===== src/rtl/blkd_pkg.sv =====
package blkd_pkg;
  typedef enum logic {
    ST_IDLE = 1'b0,
    ST_RUN  = 1'b1
  } blkd_state_e;
endpackage


===== src/rtl/blkd_smem_slot.sv =====
module blkd_smem_slot #(
  parameter int unsigned MEM_W   = 20,
  parameter int unsigned CAP     = 524288,
  parameter int unsigned MAX_RES = 8,
  parameter int unsigned RES_W   = 4
) (
  input  logic             clk_i,
  input  logic             rst_ni,
  input  logic             alloc_i,
  input  logic             done_i,
  input  logic [MEM_W-1:0] req_i,
  output logic             fit_o,
  output logic             rel_o
);
  logic [MEM_W-1:0] free_q, free_d;
  logic [RES_W-1:0] res_q, res_d;

  assign rel_o = done_i && (res_q != '0);
  assign fit_o = (free_q >= req_i) && (res_q < RES_W'(MAX_RES));

  always_comb begin
    free_d = free_q;
    res_d  = res_q;
    if (alloc_i) begin
      free_d = free_d - req_i;
      res_d  = res_d + 1'b1;
    end
    if (rel_o) begin
      free_d = free_d + req_i;
      res_d  = res_d - 1'b1;
    end
  end

  always_ff @(posedge clk_i or negedge rst_ni) begin
    if (!rst_ni) begin
      free_q <= MEM_W'(CAP);
      res_q  <= '0;
    end else begin
      free_q <= free_d;
      res_q  <= res_d;
    end
  end

  a_r6_free_bound: assert property (@(posedge clk_i) disable iff (!rst_ni)
    free_q <= MEM_W'(CAP));
  a_r7_res_bound: assert property (@(posedge clk_i) disable iff (!rst_ni)
    res_q <= RES_W'(MAX_RES));
  a_r8_stray_ignored: assert property (@(posedge clk_i) disable iff (!rst_ni)
    (done_i && res_q == '0 && !alloc_i) |=> (res_q == '0));
  a_r10_same_cycle: assert property (@(posedge clk_i) disable iff (!rst_ni)
    (alloc_i && done_i && res_q != '0) |=> (free_q == $past(free_q) && res_q == $past(res_q)));
endmodule


===== src/rtl/blkd_rr_pick.sv =====
module blkd_rr_pick #(
  parameter int unsigned N     = 4,
  parameter int unsigned IDX_W = 2
) (
  input  logic [IDX_W-1:0] ptr_i,
  input  logic [N-1:0]     elig_i,
  output logic             valid_o,
  output logic [IDX_W-1:0] idx_o
);
  always_comb begin
    int s;
    valid_o = 1'b0;
    idx_o   = '0;
    // scan backwards so the lowest offset from ptr wins
    for (int k = N - 1; k >= 0; k--) begin
      s = int'(ptr_i) + k;
      if (s >= int'(N)) s = s - int'(N);
      if (elig_i[IDX_W'(s)]) begin
        valid_o = 1'b1;
        idx_o   = IDX_W'(s);
      end
    end
  end
endmodule


===== src/rtl/block_dispatcher.sv =====
module block_dispatcher
  import blkd_pkg::*;
#(
  parameter int unsigned NUM_PROC  = 4,
  parameter int unsigned THREAD_W  = 16,
  parameter int unsigned BLK_THR_W = 11,
  parameter int unsigned SMEM_CAP  = 524288,
  parameter int unsigned MAX_RES   = 8,
  localparam int unsigned MEM_W    = $clog2(SMEM_CAP + 1),
  localparam int unsigned PROC_W   = (NUM_PROC > 1) ? $clog2(NUM_PROC) : 1
) (
  input  logic                 clk_i,
  input  logic                 rst_ni,
  input  logic                 grid_valid_i,
  output logic                 grid_ready_o,
  input  logic [THREAD_W-1:0]  grid_threads_i,
  input  logic [BLK_THR_W-1:0] grid_blk_thr_i,
  input  logic [MEM_W-1:0]     grid_smem_i,
  input  logic [NUM_PROC-1:0]  proc_ready_i,
  input  logic [NUM_PROC-1:0]  blk_done_i,
  output logic                 disp_valid_o,
  output logic [THREAD_W-1:0]  disp_blk_id_o,
  output logic [PROC_W-1:0]    disp_proc_o,
  output logic                 grid_done_o
);
  localparam int unsigned RES_W = $clog2(MAX_RES + 1);
  localparam int unsigned OUT_W = $clog2(NUM_PROC * MAX_RES + 1);

  blkd_state_e state_q;
  logic [THREAD_W-1:0]  left_q, left_step, left_d;
  logic [BLK_THR_W-1:0] blk_thr_q;
  logic [MEM_W-1:0]     smem_q;
  logic [THREAD_W-1:0]  next_id_q;
  logic [OUT_W-1:0]     out_q, out_d, nrel;
  logic [PROC_W-1:0]    ptr_q, pick_idx;
  logic                 pick_v, done_q, accept, finish;
  logic [NUM_PROC-1:0]  fit, rel, elig, alloc;

  assign grid_ready_o = (state_q == ST_IDLE);
  assign accept       = grid_valid_i && grid_ready_o;

  for (genvar p = 0; p < NUM_PROC; p++) begin : g_slot
    assign elig[p]  = proc_ready_i[p] && fit[p];
    assign alloc[p] = disp_valid_o && (pick_idx == PROC_W'(p));
    blkd_smem_slot #(
      .MEM_W(MEM_W), .CAP(SMEM_CAP), .MAX_RES(MAX_RES), .RES_W(RES_W)
    ) u_slot (
      .clk_i  (clk_i),
      .rst_ni (rst_ni),
      .alloc_i(alloc[p]),
      .done_i (blk_done_i[p]),
      .req_i  (smem_q),
      .fit_o  (fit[p]),
      .rel_o  (rel[p])
    );
  end

  blkd_rr_pick #(.N(NUM_PROC), .IDX_W(PROC_W)) u_pick (
    .ptr_i  (ptr_q),
    .elig_i (elig),
    .valid_o(pick_v),
    .idx_o  (pick_idx)
  );

  assign disp_valid_o  = (state_q == ST_RUN) && (left_q != '0) && pick_v;
  assign disp_blk_id_o = next_id_q;
  assign disp_proc_o   = pick_idx;
  assign grid_done_o   = done_q;

  // last block may be partial: remaining threads saturate at zero
  assign left_step = (left_q > THREAD_W'(blk_thr_q)) ? (left_q - THREAD_W'(blk_thr_q)) : '0;
  assign left_d    = disp_valid_o ? left_step : left_q;

  always_comb begin
    nrel = '0;
    for (int p = 0; p < NUM_PROC; p++) nrel = nrel + OUT_W'(rel[p]);
  end
  assign out_d  = out_q + OUT_W'(disp_valid_o) - nrel;
  assign finish = (state_q == ST_RUN) && (left_d == '0) && (out_d == '0);

  always_ff @(posedge clk_i or negedge rst_ni) begin
    if (!rst_ni) begin
      state_q   <= ST_IDLE;
      left_q    <= '0;
      blk_thr_q <= '0;
      smem_q    <= '0;
      next_id_q <= '0;
      out_q     <= '0;
      ptr_q     <= '0;
      done_q    <= 1'b0;
    end else begin
      done_q <= 1'b0;
      out_q  <= out_d;
      if (accept) begin
        state_q   <= ST_RUN;
        left_q    <= grid_threads_i;
        blk_thr_q <= grid_blk_thr_i;
        smem_q    <= grid_smem_i;
        next_id_q <= '0;
      end else if (state_q == ST_RUN) begin
        left_q <= left_d;
        if (disp_valid_o) next_id_q <= next_id_q + 1'b1;
        if (finish) begin
          state_q <= ST_IDLE;
          done_q  <= 1'b1;
        end
      end
      if (disp_valid_o)
        ptr_q <= (pick_idx == PROC_W'(NUM_PROC - 1)) ? '0 : pick_idx + 1'b1;
    end
  end

  a_r2_busy_after_accept: assert property (@(posedge clk_i) disable iff (!rst_ni)
    (grid_valid_i && grid_ready_o) |=> !grid_ready_o);
  a_r3_id_step: assert property (@(posedge clk_i) disable iff (!rst_ni)
    ($past(disp_valid_o) && disp_valid_o) |-> (disp_blk_id_o == $past(disp_blk_id_o) + 1'b1));
  a_r5_ready_target: assert property (@(posedge clk_i) disable iff (!rst_ni)
    disp_valid_o |-> proc_ready_i[disp_proc_o]);
  a_r9_done_pulse: assert property (@(posedge clk_i) disable iff (!rst_ni)
    grid_done_o |=> !grid_done_o);
  a_r9_idle_on_done: assert property (@(posedge clk_i) disable iff (!rst_ni)
    grid_done_o |-> (grid_ready_o && !disp_valid_o));
endmodule


===== config.mk =====
export PLATFORM = sky130hd
export DESIGN_NAME = block_dispatcher
export DESIGN_NICKNAME = d
export VERILOG_FILES = /design/src/rtl/blkd_pkg.sv /design/src/rtl/blkd_smem_slot.sv /design/src/rtl/blkd_rr_pick.sv /design/src/rtl/block_dispatcher.sv
export SDC_FILE = /design/constraint.sdc
export NUM_CORES = 1
export LEC_CHECK = 0
export BUFFER_PORTS_ARGS = -buffer_cell sky130_fd_sc_hd__buf_2
export CAP_MARGIN = 20
export CORE_ASPECT_RATIO = 1.2
export CORE_MARGIN = 8
export CORE_UTILIZATION = 55
export DETAILED_ROUTE_END_ITERATION = 6
export GPL_ROUTABILITY_DRIVEN = 1
export PLACE_DENSITY = 0.73
export RECOVER_POWER = 100
export SLEW_MARGIN = 20
export SYNTH_ARGS = -nofsm -noshare
export SYNTH_HDL_FRONTEND = slang
export SYNTH_SLANG_ARGS = --single-unit

===== constraint.sdc =====
create_clock -name clk_i -period 16.62 [get_ports clk_i]
set_input_delay 4.986 -clock clk_i [delete_from_list [all_inputs] [get_ports clk_i]]
set_output_delay 4.986 -clock clk_i [all_outputs]
set_load 0.02 [all_outputs]

* Word-level counts from Yosys, hierarchy flattened *
Index checks and enable logic that the tools add are counted.

cells by class
  add/subtract/negate cells = 31
  order comparisons = 17
  equality and inequality tests = 3
  multiplexer cells = 54
  bitwise gates (word level) = 1
  reductions and logical operators = 32

operators with widths
  kind                                                                          number
  20-bit two-way mux                                                            8
  16-bit two-way mux                                                            7
  20-bit adder                                                                  4
  20-bit >= comparator                                                          4
  20-bit subtractor                                                             4
  4-bit two-way mux                                                             8
  1-bit logical AND                                                             21
  1-bit two-way mux                                                             18
  2-bit two-way mux                                                             9
  16-bit by 1-bit adder with 16-bit output, second input constant               1
  4-bit by 1-bit adder with 4-bit output, second input constant                 4
  16-bit by 11-bit greater-than comparator with 1-bit output                    1
  16-bit logical NOT                                                            1
  2-bit by 4-bit less-than comparator with 1-bit output, second input constant  4
  4-bit less-than comparator, second input constant                             4
  16-bit nonzero test                                                           1
  4-bit nonzero test                                                            4
  16-bit by 11-bit subtractor with 16-bit output                                1
  4-bit by 1-bit subtractor with 4-bit output, second input constant            4
  3-bit >= comparator, second input constant                                    3
  1-bit binary-select mux with 2-bit select                                     4
  2-bit by 1-bit subtractor with 2-bit output, second input constant            4
  2-bit by 2-bit adder with 3-bit output, second input constant                 2
  6-bit by 1-bit adder with 6-bit output                                        1
  other kinds (14)                                                              16

word-level totals
  register bits after elaboration = 169
  bits of input ports = 58
  output and inout bits = 21
  word-level logic and storage cells = 154

* Longest topological paths before layout *
Gate-level depths: netlist of the first run.

  depth in word-level cells = 18
  mapped depth = 34
  gate-level depth less buffers = 31

* By module *
A second synthesis of the first run with hierarchy kept.

second synthesis, totals
  cells, all modules = 2030
  area total of the unflattened synthesis = 17192.7 um^2

modules (own cells, without submodules)
  module                                 instances  cells an instance  area each (um^2)  sequential area each (um^2)
  blkd_smem_slot (g_slot[1].u_slot ...)  2          402                3270.6            601.8
  block_dispatcher                       1          419                4131.5            1826.8
  blkd_smem_slot (g_slot[0].u_slot)      1          396                3226.8            601.8
  blkd_smem_slot (g_slot[3].u_slot)      1          398                3215.6            601.8
  blkd_rr_pick                           1          13                 77.6              0.0

* Worst setup path before layout of the first run *
Ideal clock, no wire load.

  path kind = in2out
  start point = input proc_ready_i[1]
  end point = output disp_proc_o[0]
  arrival time = 6.605 ns
  data required time = 11.634 ns
  setup slack = 5.029 ns
  stages = 7
  path buffers = 0
  cells stage by stage = and3b_1 > nand3_1 > a211oi_1 > a211oi_4 > inv_1 > a21oi_1 > nor3_1

between the ends
  cells in the longest elaborated chain, start to end = 8
  elaborated cells between the ends (all ways) = 17
  classes of those cells = mux: 16; reduce/logical: 1

RTL lines
  item                                                  RTL line                text
  start, declared                                       block_dispatcher.sv:19  input logic [NUM_PROC-1:0] proc_ready_i,
  1-bit logical AND *                                   block_dispatcher.sv:43  assign elig[p] = proc_ready_i[p] && fit[p];
  1-bit binary-select mux with 2-bit select             blkd_rr_pick.sv:18      if (elig_i[IDX_W'(s)]) begin
  1-bit two-way mux (implied by the code) (2 in a row)  blkd_rr_pick.sv:18
  2-bit two-way mux (3 in a row)                        blkd_rr_pick.sv:18
  2-bit two-way mux *                                   blkd_rr_pick.sv:18
  end, declared                                         block_dispatcher.sv:23  output logic [PROC_W-1:0] disp_proc_o,

Mark *: on every way between the ends. The rest lies on a longest branch, timed or not. The select of a mux whose other input is x is not followed.

* Worst setup path in the final report of the first run *
  start point = input proc_ready_i[3]
  end point = output disp_valid_o

between the ends
  cells in the longest elaborated chain, start to end = 9
  elaborated cells between the ends (all ways) = 18
  classes of those cells = mux: 16; reduce/logical: 2

RTL lines
  item                                                  RTL line                text
  1-bit logical AND *                                   block_dispatcher.sv:43
  1-bit binary-select mux with 2-bit select             blkd_rr_pick.sv:18
  1-bit two-way mux (implied by the code) (2 in a row)  blkd_rr_pick.sv:18
  1-bit two-way mux (3 in a row)                        blkd_rr_pick.sv:18
  1-bit two-way mux *                                   blkd_rr_pick.sv:18
  1-bit logical AND *                                   block_dispatcher.sv:65  assign disp_valid_o = (state_q == ST_RUN) && (left_q != '0) && pick_v;
  end, declared                                         block_dispatcher.sv:21  output logic disp_valid_o,

Marks and branches as above.

==> flow_summary_export.csv, run 1 <==
group,metric,value,unit
worst_setup_path,crit_fanout,46,
floorplanning,start_util,0.554,
cells_and_area,multi_input_area,11300,um^2
synth,postSynthAreaPerCell,8.44,um^2
cells_and_area,final.fill_count,2686,
detailed_routing,wire_per_inst,18.8,um
timing,max_freq,74.6,MHz
synth,synth_cell_types,87,
clocking,cts_root_buffer,"clkbuf_16",
timing,skew,0.0117,ns
timing,layout_setup_ws,3.21,ns
global_routing,grt_pass1_wl,72.3,mm
synth,synth_warnings,0,
synth,synth_area_leader_cell,"dfrtp_1",
clocking,clkTransAtPathRegs,0.08,ns
timing,hold_slack,0.494,ns
timing,fin_crit_sh,0.807,
synth,syn_area,16200,um^2
timing,fin_crit,13.41,ns
floorplanning,die-area,35300,um^2
outcome,status,"finished, violations left",
synth,synth_edf_count,0,
detailed_routing,avgViaCountPerCell,6.05,
worst_setup_path,crit_path_end_kind,"output pin",
detailed_routing,ant_nets,0,
clocking,ctsHtreeMaxLevel,4,
floorplanning,die_w,173,um
synth,ys.flop_type,"dfrtp_1",
global_routing,overflow,0,
clocking,cts_tree,"built",
global_routing,grt_max_degree,80,
synth,async_reset_ff_frac,1.00,
synth,yosysTopAreaCellShare,0.254,
timing,rsz0062_at_grt,"no",
worst_setup_path,crit_slowest_cell,"clkbuf_1",
clocking,ctsResizeCount,0,
detailed_routing,drt-pass1-iter-count,7,
placed_design,hpwl,33.0,mm
placed_design,port_buffers,78,
cells_and_area,layout-drive-gt1-share,0.0928,
cells_and_area,nets,2246,
timing,max_slew_margin,-1.32,
cells_and_area,diodes,0,
synth,syn-num-nets,2190,
floorplanning,fp.dieH,204,um
floorplanning,core_area,29400,um^2
timing,tightest_slew,3.47,ns
global_routing,antenna_found_initial,0,
outcome,violations,"capacitance limit, slew limit",
clocking,insertion_delay,0.45,ns
placed_design,pre_cts_slack,4.53,ns
clocking,postCtsSetupBuffers,0,
worst_setup_path,cp-start-kind,"input port",
timing,finalSetupViolations,0,
worst_setup_path,crit_top_cell,"clkbuf_1",
synth,synth_seq_area_share,0.261,
synth,yosysMostFrequentCell,"nand2_1",
timing,finalHoldViolCount,0,
placed_design,finalWeightedCongestion,0.945,
cells_and_area,register_area,4230,um^2
synth,yosys-top-cells-count,"nand2_1 (214), ha_1 (193), dfrtp_1 (165), a21oi_1 (158), nor2_1 (150)",
clocking,cts_sinks,169,
flow_run,maxCapViolCount,7,
detailed_routing,first_iter_violations,833,
floorplanning,rows,69,
worst_setup_path,setup.worst_path.class,"input port to output pin",
synth,syn_inst,1925,
detailed_routing,via_count,14400,
cells_and_area,area_growth,7.18,%
detailed_routing,routed_wl,44.9,mm
timing,maxSlewViolCount,381,
clocking,clk_path_buf_depth,2,
worst_setup_path,cp.arrival,8.42,ns
clocking,cts_buffers,17,
global_routing,grt_pass1_vias,14300,
timing,setup_tns,0,ns
worst_setup_path,required,11.63,ns
global_routing,grt_util_all_layers,0.253,
worst_setup_path,critical_path.max_stage_delay,1.59,ns
worst_hold_path,min_path_type,"flop to flop",
synth,synth_area_leaders,"dfrtp_1 (25%), ha_1 (15%), xnor2_1 (5.4%), nand2_1 (4.9%), a21oi_1 (4.9%)",
clocking,cts_hold_buf,0,
synth,ys_ff_latch,169,
floorplanning,pin_count,79,
detailed_routing,drc,0,
worst_setup_path,cp_cell_sequence,"clkbuf_1, nand2b_1, nor3_1, o211ai_1, o211ai_1, a21oi_1, a31oi_4, clkbuf_1, clkbuf_1",
[cell families (layout without fill, tap and decap cells)]
kind of cell / after synthesis / count (layout) / synth area share
AOI/OAI and AO/OA: 532 / 532 / 0.211
xor gates and xnor gates: 178 / 178 / 0.0964
adders and majority gates: 207 / 207 / 0.166
buffers and inverters: 146 / 215 / 0.0371
DFF: 169 / 169 / 0.261
muxes: 73 / 73 / 0.0494
and+or+nand+nor: 620 / 620 / 0.179
[cell type report]
| cell class | instances | share of cell area |
|---|---|---|
| tap | 390 | 0.0280 |
| inverter | 91 | 0.0196 |
| clock buffer | 17 | 0.0244 |
| timing repair buffer | 92 | 0.0247 |
| multi-input combinational | 1610 | 0.651 |
| clock inverter | 15 | 0.00884 |
| sequential | 169 | 0.243 |
[routing by layer]
metal / routed length (um) / global-route usage / part of all wire / vias up
met5: 0 / 0 / 0 / -
met4: 1960 / 0.116 / 0.044 / 0
li1: - / - / - / 7042
met3: 2740 / 0.0394 / 0.061 / 100
met2: 21500 / 0.444 / 0.48 / 420
met1: 18700 / 0.300 / 0.42 / 6871
[sequential cells by signal, indices dropped and copies added (netlist names)]
register	cells
ptr_q	2
disp_blk_id_o	16
left_q	16
g_slot.u_slot.res_q	16
out_q	6
g_slot.u_slot.free_q	80
smem_q	20
grid_done_o	1
blk_thr_q	11
state_q	1
[cell usage in the layout, fill, tap and decap left out, types with 46 or more instances in the layout]
cell type	n
nand2_1	214
ha_1	193
o21ai_0	146
xor2_1	77
buf_2	53
nor3_1	46
nand3_1	54
a21o_1	50
mux2_2	50
inv_1	90
xnor2_1	100
dfrtp_1	165
nor2_1	150
a21oi_1	160
[final timing paths]
kind | cells after the start | slack [ns] | endpoint | start
setup / recovery | 9 | 3.21 | disp_valid_o | proc_ready_i[3]
hold / removal | 2 | 0.49 | blk_thr_q[0] | blk_thr_q[0]
setup reg to reg | 28 | 6.28 | g_slot[1].u_slot.free_q[18] | smem_q[1]
hold reg to reg | 2 | 0.49 | blk_thr_q[0] | blk_thr_q[0]
max in group asynchronous | 3 | 4.32 | disp_blk_id_o[15] | rst_ni
min in group asynchronous | 1 | 5.41 | g_slot[3].u_slot.free_q[6] | rst_ni
[critical path: cells and delay by family]
family,cells,cell delay (ns)
and+or+nand+nor,2,0.36
buffers and inverters,3,2.02
AOI/OAI and AO/OA,4,1.05
[stage by stage]
step                      instances  instance area, um^2   util
after CTS                      2384                17600  0.598
after global placement         2352                17000  0.579
after detailed placement       2352                17000  0.579
after floorplan                1925                16200      -
after global routing           2384                17400  0.593
final                          2384                17400  0.593
Power of run 1 is left out: the tool's default activity adds up to more than one toggle a clock period on the data nets, which glitch-free logic cannot reach.
==> run 2: changes to the inputs <==
- clock period: 16.62 -> 13.5 ns (I/O delays scaled with it)
==> run 2 against run 1 <==
Against the previous run: the run ends with DRC, capacitance limit, slew limit left; die area is the same; clock skew increased by 0.00068 ns; routed wire length rose by 2.2%; setup slack worse by 0.93 ns; count of clock-buffer cells in the layout rose by 1; cell count is essentially flat; sequential share of layout area barely moved; worst hold slack barely moved.
==> flow_summary_export.csv, run 2 (synthesized netlist as in run 1, its figures left out) <==
group,metric,value,unit
cells_and_area,final_area,17400,um^2
detailed_routing,routed_wl,45.8,mm
flow_run,maxCapViolCount,6,
worst_setup_path,setup.worst_path.class,"input port to flop",
worst_hold_path,hp-start,"blk_thr_q[0]",
clocking,cts_hold_buf,0,
placed_design,finalWeightedCongestion,0.941,
placed_design,port_buffers,78,
floorplanning,start_util,0.554,
timing,maxSlewViolCount,314,
placed_design,place_area,17000,um^2
global_routing,antenna_found_initial,0,
timing,setup_tns,0,ns
timing,layout_setup_ws,2.28,ns
clocking,cts_root_buffer,"clkbuf_16",
cells_and_area,largest_register,"g_slot.u_slot.free_q",
placed_design,hpwl,33.5,mm
detailed_routing,drt-pass1-iter-count,7,
clocking,insertion_delay,0.45,ns
timing,skew,0.0123,ns
cells_and_area,layout-drive-gt1-share,0.0939,
floorplanning,rows,69,
detailed_routing,via_count,14500,
floorplanning,die-area,35300,um^2
worst_setup_path,r2r-end,"g_slot[1].u_slot.free_q[18]",
outcome,violations,"DRC, capacitance limit, slew limit",
timing,hold_slack,0.493,ns
detailed_routing,wire_per_inst,19.2,um
worst_setup_path,critical_path.max_stage_delay,1.49,ns
floorplanning,core_area,29400,um^2
clocking,ctsResizeCount,0,
worst_setup_path,required,13.87,ns
floorplanning,fp.dieH,204,um
timing,tightest_slew,3.47,ns
clocking,clk_path_buf_depth,2,
worst_setup_path,cp_cell_sequence,"clkbuf_1, nand2b_1, nor3_1, o211ai_1, o211ai_1, a21oi_1, a31oi_4, clkbuf_1, and2_1, clkbuf_1, mux2_2, ha_1, o21a_1, nor2_1, nor3_1, a2111oi_0, o41ai_1, a211o_1, a21oi_1, xnor2_1, nand2_1, xnor2_1",
floorplanning,pin_count,79,
global_routing,grt_util_all_layers,0.255,
cells_and_area,top_regs,"g_slot.u_slot.free_q (80), smem_q (20)",
timing,max_freq,89.2,MHz
worst_hold_path,min_path_type,"flop to flop",
clocking,cts_sinks,169,
detailed_routing,first_iter_violations,913,
detailed_routing,ant_nets,0,
worst_hold_path,hold_depth,2,
global_routing,overflow,0,
worst_setup_path,crit_path_end_kind,"flop",
clocking,cts_tree,"built",
worst_setup_path,crit_slowest_cell,"clkbuf_1",
worst_setup_path,ff2ff_setup_slack,3.68,ns
detailed_routing,avgViaCountPerCell,6.09,
timing,rsz0062_at_grt,"no",
cells_and_area,final.fill_count,2648,
worst_hold_path,hold_end,"blk_thr_q[0]",
cells_and_area,largest_register_ffs,80,
timing,finalHoldViolCount,0,
clocking,cts_buffers,17,
outcome,status,"finished, violations left",
global_routing,grt_max_degree,80,
worst_setup_path,worst_r2r_path_depth,28,
timing,finalSetupViolations,0,
cells_and_area,layout_common_cells,"nand2_1 (214), ha_1 (193), dfrtp_1 (165)",
cells_and_area,final_common_cell,"nand2_1",
worst_setup_path,r2r_start,"smem_q[1]",
worst_setup_path,crit_top_cell,"clkbuf_1",
global_routing,grt_pass1_vias,14300,
cells_and_area,diodes,0,
timing,fin_crit,11.22,ns
worst_setup_path,cp-start-kind,"input port",
clocking,postCtsSetupBuffers,0,
detailed_routing,drc,1,
timing,max_slew_margin,-1.31,
placed_design,pre_cts_slack,3.47,ns
clocking,ctsHtreeMaxLevel,4,
cells_and_area,area_growth,7.16,%
worst_setup_path,cp.arrival,11.59,ns
cells_and_area,nets,2244,
global_routing,grt_pass1_wl,72.5,mm
floorplanning,die_w,173,um
worst_setup_path,crit_fanout,45,
clocking,clkTransAtPathRegs,0.07,ns
timing,fin_crit_sh,0.831,
-- run 2: cell count changes in the layout (fill, tap and decap cells not counted), sizes merged --
cell,previous run,this run
clkbuf,51,49
buf,58,59
clkinv,6,5
-- run 2: critical path: cells and delay by family --
kind / cells / cell delay (ns)
AOI/OAI and AO/OA: 9 / 2.99
xor gates and xnor gates: 2 / 0.32
adders and majority gates: 1 / 0.35
buffers and inverters: 3 / 2.48
muxes: 1 / 0.44
and+or+nand+nor: 6 / 0.93
-- run 2: area by class of cell --
class	instances	area, um^2	share of cell area
sequential	169	4230	0.243
clock buffer	18	439	0.0252
inverter	91	342	0.0196
timing repair buffer	90	427	0.0245
clock inverter	14	131	0.00755
multi-input combinational	1610	11400	0.652
tap	390	488	0.0280
-- run 2: worst max path at each step --
stage | from | to | slack [ns] | cells past startpoint
6_report | proc_ready_i[3] | g_slot[3].u_slot.free_q[19] | 2.28 | 22
5_1_grt | proc_ready_i[1] | g_slot[1].u_slot.free_q[18] | 1.78 | 26
4_1_cts | proc_ready_i[1] | disp_proc_o[0] | 3.45 | 9
3_5_place_dp | proc_ready_i[1] | disp_proc_o[0] | 3.47 | 9
3_3_place_gp | proc_ready_i[3] | disp_proc_o[0] | 3.54 | 8
2_1_floorplan | proc_ready_i[1] | disp_proc_o[0] | 3.78 | 7
-- run 2: layer usage --
metal  wire length [um]  track usage  vias to the layer above
met3               2890       0.0442                      112
met5                  0            0                        -
met4               2090        0.121                        0
li1                   -            -                     7023
met2              21800        0.447                      457
met1              19100        0.300                     6905
-- run 2: per-stage QoR --
step	utilization	std cells
floorplan	-	1925
global placement	0.578	2350
detailed placement	0.578	2350
CTS	0.598	2382
global route	0.593	2382
finish	0.593	2382
Power of run 2 is left out for the same reason.
==> run 3: changes to the inputs <==
- ABC_AREA: not set -> 1
- clock period: 13.5 -> 11.3 ns (I/O delays scaled with it)
==> run 3 against run 2 <==
Against the previous run: the run ends with capacitance limit, slew limit left; flip-flop and latch count stayed put; critical path depth rose by 7; via count rose by 9.2%; clock skew is 0.0028 ns higher; setup slack lost 0.34 ns; die area is 2.7% higher; synthesized area rose by 3.0%; non-clock buffer count fell by 4; largest cell class unchanged.
==> flow_summary_export.csv, run 3 <==
group,metric,value,unit
clocking,cts_buffers,17,
global_routing,grt_pass1_wl,77.7,mm
worst_setup_path,worst_r2r_path_depth,31,
detailed_routing,ant_nets,0,
worst_setup_path,cp.arrival,9.67,ns
placed_design,hpwl,36.4,mm
synth,postSynthAreaPerCell,7.17,um^2
synth,yosys-top-cells-count,"nand2_1 (656), inv_1 (219), ha_1 (193), o21ai_0 (192), dfrtp_1 (165)",
global_routing,grt_util_all_layers,0.265,
cells_and_area,nets,2655,
clocking,ctsHtreeMaxLevel,4,
cells_and_area,diodes,0,
detailed_routing,routed_wl,48.6,mm
synth,ys.flop_type,"dfrtp_1",
synth,ys_ff_latch,169,
worst_hold_path,hold_depth,2,
clocking,insertion_delay,0.45,ns
synth,syn-num-nets,2600,
clocking,cts_sinks,169,
timing,maxSlewViolCount,273,
timing,rsz0062_at_grt,"no",
timing,finalHoldViolCount,0,
cells_and_area,largest_register,"g_slot.u_slot.free_q",
synth,synth_area_leader_cell,"dfrtp_1",
cells_and_area,layout_common_cells,"nand2_1 (657), inv_1 (219), o21ai_0 (214)",
timing,setup_tns,0,ns
worst_setup_path,critical_path.max_stage_delay,0.86,ns
detailed_routing,wire_per_inst,17.4,um
clocking,ctsResizeCount,0,
floorplanning,rows,70,
synth,yosysMostFrequentCell,"nand2_1",
worst_setup_path,cp-start-kind,"input port",
placed_design,port_buffers,78,
outcome,status,"finished, violations left",
synth,syn_inst,2335,
floorplanning,die-area,36300,um^2
detailed_routing,first_iter_violations,1091,
worst_setup_path,crit_path_end_kind,"flop",
synth,syn_area,16700,um^2
placed_design,finalWeightedCongestion,0.947,
worst_setup_path,crit_top_cell,"nand2_1",
synth,async_reset_ff_frac,1.00,
global_routing,grt_max_degree,99,
cells_and_area,largest_register_ffs,80,
synth,synth_seq_area_share,0.253,
timing,skew,0.0151,ns
cells_and_area,final_area,17800,um^2
detailed_routing,drt-pass1-iter-count,6,
synth,synth_area_leaders,"dfrtp_1 (25%), nand2_1 (15%), ha_1 (14%), o21ai_0 (5.7%), inv_1 (4.9%)",
timing,fin_crit,9.36,ns
clocking,postCtsSetupBuffers,0,
worst_hold_path,min_path_type,"flop to flop",
cells_and_area,final_common_cell,"nand2_1",
cells_and_area,layout-drive-gt1-share,0.0649,
clocking,cts_hold_buf,0,
floorplanning,die_w,175,um
synth,synth_edf_count,0,
clocking,clkTransAtPathRegs,0.07,ns
synth,synth_cell_types,55,
worst_setup_path,crit_fanout,41,
timing,max_freq,107,MHz
floorplanning,fp.dieH,207,um
detailed_routing,via_count,15800,
timing,layout_setup_ws,1.94,ns
outcome,violations,"capacitance limit, slew limit",
floorplanning,start_util,0.554,
global_routing,antenna_found_initial,0,
global_routing,overflow,0,
clocking,cts_root_buffer,"clkbuf_16",
worst_setup_path,worst-path-buf-inv,4,
detailed_routing,drc,0,
detailed_routing,avgViaCountPerCell,5.66,
synth,synth_warnings,0,
timing,max_slew_margin,-1.53,
timing,fin_crit_sh,0.828,
worst_setup_path,setup.worst_path.class,"input port to flop",
clocking,clk_path_buf_depth,2,
worst_setup_path,crit_slowest_cell,"nor2_1",
floorplanning,pin_count,79,
cells_and_area,top_regs,"g_slot.u_slot.free_q (80), smem_q (20)",
floorplanning,core_area,30200,um^2
timing,tightest_slew,3.79,ns
placed_design,pre_cts_slack,2.47,ns
global_routing,grt_pass1_vias,15700,
worst_setup_path,required,11.61,ns
synth,yosysTopAreaCellShare,0.247,
flow_run,maxCapViolCount,4,
timing,finalSetupViolations,0,
worst_setup_path,crit_cells,29,
placed_design,place_area,17400,um^2
worst_setup_path,path_delay_family,"simple AND/OR/NAND/NOR gates",
cells_and_area,area_growth,6.61,%
clocking,cts_tree,"built",
cells_and_area,final_util,0.590,
==> run 3: layout make-up <==
type / instances / area [um^2]
fillers: 2877 / 12400
clock buffers: 19 / 433
flip-flops and latches: 169 / 4230
well taps: 396 / 495
repair buffers: 86 / 410
inverters: 229 / 867
clock inverters: 13 / 169
multi-input cells: 1887 / 11200
==> run 3: stage by stage <==
step,hold WS (ns),cells
floorplan,0.453,2335
global placement,0.528,2767
detailed placement,0.546,2767
CTS,0.566,2799
global route,0.582,2799
finish,0.559,2799
==> run 3: final timing paths <==
kind | from | endpoint | slack, ns
hold / removal | blk_thr_q[8] | blk_thr_q[8] | 0.56
setup / recovery | proc_ready_i[3] | g_slot[0].u_slot.free_q[17] | 1.94
min in group asynchronous | rst_ni | left_q[6] | 3.69
hold reg to reg | blk_thr_q[8] | blk_thr_q[8] | 0.56
setup reg to reg | smem_q[1] | g_slot[0].u_slot.free_q[17] | 2.60
max in group asynchronous | rst_ni | g_slot[2].u_slot.res_q[1] | 3.11
==> run 3: per-layer routing <==
layer  GRT usage  wire length (um)  vias up
met1       0.323             20600     7338
met4       0.127              2260        0
met3      0.0366              2600      110
met2       0.453             23100      446
met5           0                 0        -
li1            -                 -     7936
==> run 3: kinds of logic (layout without fill, tap and decap cells) <==
logic type | Yosys count | count (layout) | share of synthesized area
and+or+nand+nor | 975 | 975 | 0.246
muxes | 4 | 4 | 0.00239
AOI/OAI and AO/OA | 536 | 536 | 0.182
xor gates and xnor gates | 165 | 165 | 0.0864
adders and majority gates | 207 | 207 | 0.161
buffers and inverters | 279 | 347 | 0.0690
DFF | 169 | 169 | 0.253
==> run 3: tightest hold or removal path: stages, from the launching register on <==
cell     delay [ns]
dfrtp_1        0.32
inv_1          0.05
o21ai_0        0.15
Power of run 3 is left out for the same reason.
